===== src/rtl/pt_pkg.sv =====
package pt_pkg;
  typedef enum logic [1:0] {
    S_OFF_ARM   = 2'd0,  // off, released, waiting for press
    S_ON_LATCH  = 2'd1,  // on, held, waiting for release
    S_ON_ARM    = 2'd2,  // on, released, waiting for press
    S_OFF_LATCH = 2'd3   // off, held, waiting for release
  } sw_state_e;
endpackage


===== src/rtl/btn_sync.sv =====
module btn_sync #(
  parameter int STAGES = 2
) (
  input  logic clk_i,
  input  logic rst_ni,
  input  logic d_i,
  output logic q_o
);
  logic [STAGES-1:0] sync_q;

  generate
    if (STAGES == 1) begin : g_one
      always_ff @(posedge clk_i or negedge rst_ni)
        if (!rst_ni) sync_q <= '0;
        else         sync_q <= d_i;
    end else begin : g_chain
      always_ff @(posedge clk_i or negedge rst_ni)
        if (!rst_ni) sync_q <= '0;
        else         sync_q <= {sync_q[STAGES-2:0], d_i};
    end
  endgenerate

  assign q_o = sync_q[STAGES-1];
endmodule


===== src/rtl/holdoff_timer.sv =====
module holdoff_timer #(
  parameter int HOLD_TICKS = 10,
  localparam int CNT_W = $clog2(HOLD_TICKS + 1)
) (
  input  logic clk_i,
  input  logic rst_ni,
  input  logic tick_i,
  input  logic load_i,
  output logic idle_o
);
  localparam logic [CNT_W-1:0] RELOAD = CNT_W'(HOLD_TICKS);

  logic [CNT_W-1:0] cnt_q;

  always_ff @(posedge clk_i or negedge rst_ni) begin
    if (!rst_ni)                    cnt_q <= RELOAD;
    else if (load_i)                cnt_q <= RELOAD;
    else if (tick_i && cnt_q != '0) cnt_q <= cnt_q - 1'b1;
  end

  assign idle_o = (cnt_q == '0);


  reload_chk: assert property (@(posedge clk_i) disable iff (!rst_ni)
    load_i |=> cnt_q == RELOAD);


  count_down_chk: assert property (@(posedge clk_i) disable iff (!rst_ni)
    (tick_i && !load_i && cnt_q != '0) |=> cnt_q == $past(cnt_q) - 1'b1);
endmodule


===== src/rtl/toggle_fsm.sv =====
module toggle_fsm
  import pt_pkg::*;
(
  input  logic clk_i,
  input  logic rst_ni,
  input  logic tick_i,
  input  logic idle_i,
  input  logic btn_i,
  output logic move_o,
  output logic sw_o
);
  sw_state_e state_q, state_d;
  logic      sw_q, sw_d;

  always_comb begin
    state_d = state_q;
    sw_d    = sw_q;
    if (tick_i && idle_i) begin
      unique case (state_q)
        S_OFF_ARM:   if (btn_i)  begin state_d = S_ON_LATCH;  sw_d = 1'b1; end
        S_ON_LATCH:  if (!btn_i) state_d = S_ON_ARM;
        S_ON_ARM:    if (btn_i)  begin state_d = S_OFF_LATCH; sw_d = 1'b0; end
        S_OFF_LATCH: if (!btn_i) state_d = S_OFF_ARM;
        default:     state_d = S_OFF_ARM;
      endcase
    end
  end

  always_ff @(posedge clk_i or negedge rst_ni) begin
    if (!rst_ni) begin
      state_q <= S_OFF_ARM;
      sw_q    <= 1'b0;
    end else begin
      state_q <= state_d;
      sw_q    <= sw_d;
    end
  end

  assign move_o = (state_d != state_q);
  assign sw_o   = sw_q;


  no_tick_hold_chk: assert property (@(posedge clk_i) disable iff (!rst_ni)
    !tick_i |=> $stable(state_q) && $stable(sw_q));


  busy_hold_chk: assert property (@(posedge clk_i) disable iff (!rst_ni)
    (tick_i && !idle_i) |=> $stable(state_q));


  release_keep_chk: assert property (@(posedge clk_i) disable iff (!rst_ni)
    (state_q == S_ON_LATCH) |=> sw_q);


  rise_src_chk: assert property (@(posedge clk_i) disable iff (!rst_ni)
    $rose(sw_q) |-> $past(state_q) == S_OFF_ARM);


  fall_src_chk: assert property (@(posedge clk_i) disable iff (!rst_ni)
    $fell(sw_q) |-> $past(state_q) == S_ON_ARM);
endmodule


===== src/rtl/push_toggle_switch.sv =====
module push_toggle_switch #(
  parameter int HOLD_TICKS  = 10,
  parameter int SYNC_STAGES = 2
) (
  input  logic clk_i,
  input  logic rst_ni,
  input  logic tick_i,
  input  logic btn_i,
  output logic sw_o,
  output logic led_o
);
  logic btn_s, idle, move, sw;

  btn_sync #(.STAGES(SYNC_STAGES)) i_sync (
    .clk_i (clk_i),
    .rst_ni(rst_ni),
    .d_i   (btn_i),
    .q_o   (btn_s)
  );

  holdoff_timer #(.HOLD_TICKS(HOLD_TICKS)) i_hold (
    .clk_i (clk_i),
    .rst_ni(rst_ni),
    .tick_i(tick_i),
    .load_i(move),
    .idle_o(idle)
  );

  toggle_fsm i_fsm (
    .clk_i (clk_i),
    .rst_ni(rst_ni),
    .tick_i(tick_i),
    .idle_i(idle),
    .btn_i (btn_s),
    .move_o(move),
    .sw_o  (sw)
  );

  assign sw_o  = sw;
  assign led_o = sw;
endmodule


===== config.mk =====
export PLATFORM = sky130hd
export DESIGN_NAME = push_toggle_switch
export DESIGN_NICKNAME = d
export VERILOG_FILES = /design/src/rtl/pt_pkg.sv /design/src/rtl/btn_sync.sv /design/src/rtl/holdoff_timer.sv /design/src/rtl/toggle_fsm.sv /design/src/rtl/push_toggle_switch.sv
export SDC_FILE = /design/constraint.sdc
export NUM_CORES = 1
export LEC_CHECK = 0
export BUFFER_PORTS_ARGS = -buffer_cell sky130_fd_sc_hd__buf_2
export CAP_MARGIN = 20
export CORE_AREA = 5 5 42 44
export CTS_CLUSTER_DIAMETER = 120
export CTS_CLUSTER_SIZE = 12
export DETAILED_ROUTE_END_ITERATION = 8
export DIE_AREA = 0 0 47 49
export HOLD_SLACK_MARGIN = 0.08
export PLACE_DENSITY_LB_ADDON = 0.3
export REMOVE_ABC_BUFFERS = 1
export SKIP_CTS_REPAIR_TIMING = 1
export SLEW_MARGIN = 20
export SYNTH_ARGS = -nofsm -noshare
export SYNTH_HDL_FRONTEND = slang
export SYNTH_SLANG_ARGS = --single-unit

===== constraint.sdc =====
create_clock -name clk_i -period 2.6 [get_ports clk_i]
set_clock_uncertainty 0.1 [all_clocks]
set_input_delay 0.26 -clock clk_i [delete_from_list [all_inputs] [get_ports clk_i]]
set_output_delay 0.26 -clock clk_i [all_outputs]
set_load 0.01 [all_outputs]

; Word-level counts from Yosys, hierarchy flattened
; Index checks and enable logic that the tools add are counted.
[word_totals]
out_inout_bits = 2
in_bits = 4
register_bits = 9
wordCells = 30
[classes]
n_eq_ne = 6
n_mux = 11
reduce_logical = 8
addsub = 1
[op_table]
columns = cell, count
row1 = 2-bit 2-to-1 mux, 5
row2 = 4-bit 2-to-1 mux, 2
row3 = 2-bit one-hot mux with 4 select lines, 1
row4 = "2-bit == test, second input constant", 2
row5 = 4-bit zero test, 1
row6 = "2-bit != test, second input constant", 2
row7 = 4-bit AND reduction, 1
row8 = 2-bit nonzero test, 2
row9 = 4-bit nonzero test, 1
row10 = "4-bit by 1-bit subtractor with 4-bit output, second input constant", 1
row11 = "2-bit by 1-bit == test with 1-bit output, second input constant", 1
row12 = 1-bit logical AND, 2
row13 = 2-bit zero test, 1
row14 = 1-bit 2-to-1 mux, 2
row15 = 2-bit != test, 1
row16 = 1-bit one-hot mux with 2 select lines, 1

; Depth between registers and ports, before layout
[logic_depth]
depth_word = 5
mapped_depth = 5

; Hierarchy
; Synthesis repeated with hierarchy kept, for this count alone.
[hier_totals]
cells_unflattened = 37
hier_area_um2 = 424.2
[by_module_without_submodules]
columns = module, seq_area_each_um2, instances, area_each_um2, cells_per_inst
row1 = holdoff_timer, 102.6, 1, 220.2, 22
row2 = toggle_fsm, 75.1, 1, 146.4, 12
row3 = btn_sync, 50.0, 1, 50.0, 2
row4 = push_toggle_switch, 0.0, 1, 7.5, 1

; Least setup slack after synthesis
; Ideal clock, no wire load.
[synth_path]
path_kind = register to register
startpoint = reg i_hold.cnt_q[0]
endpoint = reg i_hold.cnt_q[0]
setup_slack_ps = 1088
required_time_ps = 2436
arrival_time_ps = 1348
n_path_buf = 0
stages_incl_launch_ff = 6
period_less_slack_ps = 1512
path_cell_list = dfrtp_1 inv_1 ha_1 or3b_1 o21ai_1 a22o_2
[synth_via]
elab_chain_cells = 5
[synth_rtl]
columns = element, line
row1 = start: declaration, holdoff_timer.sv:13  ; logic [CNT_W-1:0] cnt_q;
row2 = start signal: assignment, holdoff_timer.sv:18  ; else if (tick_i && cnt_q != '0) cnt_q <= cnt_q - 1'b1;
row3 = branches (longest 5 deep; another with 4-bit by 1-bit subtractor with 4-bit output), -
; Parallel ways; which one is timed is not known. The select of a mux whose other input is x is not followed.
; A chain may end at the register's enable or synchronous reset.

; Worst setup path in the final report
; Same ends and word-level chain as after synthesis.

==> impl_metrics.json <==
{
  "status": "completed",
  "holdWs_ns": 0.209,
  "dr.pass1.iters": 4,
  "pwr-share-seq_pct": 46.2,
  "n_fill_cell": 153,
  "gr-usage-all-layers_pct": 6.70,
  "p_switching_mw": 0.176,
  "power_mw": 0.532,
  "drc_errors": 0,
  "yosysMostFrequentCell": "dfrtp_1",
  "worstPathArrival_ns": 1.72,
  "grt_max_degree": 10,
  "syn2layout_area_growth_pct": 19.1,
  "start_util_pct": 31.3,
  "cts_tree": "yes",
  "finalWirelength_um": 652,
  "worstSetupPathType": "flip-flop to flip-flop",
  "hold_class": "primary input to flip-flop",
  "globalplace.congestion": 0.709,
  "startpoint_type": "flip-flop",
  "peakVddDrop_mv": 0.384,
  "p_leak_nw": 0.247,
  "multi_input_area_um2": 191,
  "dp.cells": 58,
  "wire_per_inst_um": 10.2,
  "setup_viol_count_final": 0,
  "fin_crit_ns": 1.62,
  "clk_pin_slew_worst_paths_ns": 0.06,
  "vias_per_cell": 4.63,
  "drv_slew": 0,
  "endpoint_kind": "flip-flop",
  "seqCellArea_um2": 228,
  "worstPathMaxFanout": 5,
  "final_util_pct": 37.2,
  "p_sw_share_pct": 33.2,
  "synth_top_area_share_pct": 40.0,
  "drtIter0Drc": 8,
  "drv_cap": 0,
  "fin_cells": 64,
  "synth.top_cells.by_area": "dfrtp_1 (40%), dfstp_2 (12%), ha_1 (5.7%), nor2b_1 (4.3%), nor3_1 (3.4%)",
  "synth_flop_cell": "dfrtp_1",
  "tightest_slew_ns": 0.209,
  "async_reset_ff_share_pct": 100,
  "worstRegToRegCells": 5,
  "rows": 14,
  "io_pins": 6,
  "vias": 296,
  "grt_setup_unrepaired": "no",
  "grt_first_pass_wirelength_um": 1060,
  "die_w_um": 47,
  "hold_violations": 0,
  "fin_crit_sh_pct": 62.4,
  "antenna_found_initial": 0,
  "p_per_area_mw_per_mm2": 1020,
  "comb_power_share_pct": 33.6,
  "ys.warnings.count": 0,
  "cts.path.max_buffers": 2,
  "n_antenna_cell": 0,
  "setup_tns_ns": 0,
  "grt_pass1_vias": 267,
  "root_buffer": "clkbuf_4",
  "required_ns": 2.70,
  "synth_top_area_cell": "dfrtp_1",
  "fmax_mhz": 617,
  "ys_ff_latch": 9,
  "insertion_delay_ns": 0.26,
  "clock_sinks": 9,
  "synth_area_per_cell_um2": 11.5,
  "grt_overflow": 0,
  "stdcell_area_um2": 522,
  "worst_slack_ns": 0.978,
  "coreArea_mm2": 0.00140,
  "die_area_mm2": 0.00230,
  "h-tree-depth": 1,
  "nNetsFinal": 55,
  "place_ws_ns": 0.989,
  "yosys-top-cells-count": "dfrtp_1 (7), inv_1 (3), nor2b_1 (3), nor3_1 (3)",
  "netlist_instances": 38,
  "p_int_mw": 0.355,
  "die_height_um": 49,
  "drive_gt1_share_pct": 27.1,
  "max-slew-margin-rel_pct": 86.0,
  "rrSetupSlack_ns": 0.98,
  "ys_types": 23,
  "ys_seq_area_share_pct": 52.0,
  "cts_buffers": 3,
  "clkPwrFrac_pct": 20.1,
  "placed_cell_area_um2": 475,
  "detail-route-antenna-nets": 0,
  "whs_path_depth": 3,
  "port_buffers": 5,
  "synth_edf_count": 0,
  "synthesis.area_um2": 438
}
logic make-up after synthesis:
logic type      after synthesis  synth area share (%)
compound gates                5                  8.00
fa+ha+maj                     2                  5.71
mux                           2                  4.86
buf+inv                       4                  4.29
xor+xnor                      2                  4.00
simple gates                 14                  21.1
flops                         9                  52.0
worst paths after layout:
check / to / from
max: i_hold.cnt_q[0] / i_hold.cnt_q[0]
min: i_hold.cnt_q[1] / tick_i
max reg2reg: i_hold.cnt_q[0] / i_hold.cnt_q[0]
min reg2reg: i_sync.sync_q[1] / i_sync.sync_q[0]
max in group asynchronous: i_hold.cnt_q[1] / rst_ni
min in group asynchronous: i_fsm.sw_o / rst_ni
sequential cells by signal, indices dropped and copies added, names as in the netlist:
signal	count
i_hold.cnt_q	4
i_sync.sync_q	2
i_fsm.sw_o	1
i_fsm.state_q	2
worst max-delay path, stage by stage, from the launching register on:
cell and delay (ns):
dfrtp_1 0.40, inv_1 0.11, ha_1 0.22, or3b_1 0.39
o21ai_1 0.18, a22o_2 0.16
cell type report:
cell class	instances	area share (%)
clock buffer	4	5.04
inverter	3	2.16
multi-input combinational	25	36.7
timing repair buffer	7	8.63
sequential	9	43.6
tap	16	3.84
power by group through the flow:
stage	combinational (mW)	clock [mW]	sequential, mW
final	0.179	0.107	0.246
after floorplan	0.135	0	0.245
after global placement	0.180	0	0.248
after CTS	0.178	0.113	0.247
after detailed placement	0.177	0	0.249
after global routing	0.204	0.116	0.257
cells in the final DEF (no fill, tap or decap), types with 2 or more instances in the layout:
cell type	instances
dlygate4sd3_1	2
buf_2	5
clkbuf_4	3
inv_1	3
nor2b_1	3
nor3_1	3
dfstp_2	2
nand3b_1	2
dfrtp_1	7
ha_1	2
layer usage:
| metal | track usage [%] | wire, um | up-vias |
|---|---|---|---|
| met3 | 2.21 | 26 | 2 |
| met2 | 8.37 | 298 | 3 |
| li1 | - | - | 154 |
| met4 | 6.91 | 6 | 0 |
| met5 | 0 | 0 | - |
| met1 | 8.20 | 321 | 137 |
Power figures use the tool's default switching activity.
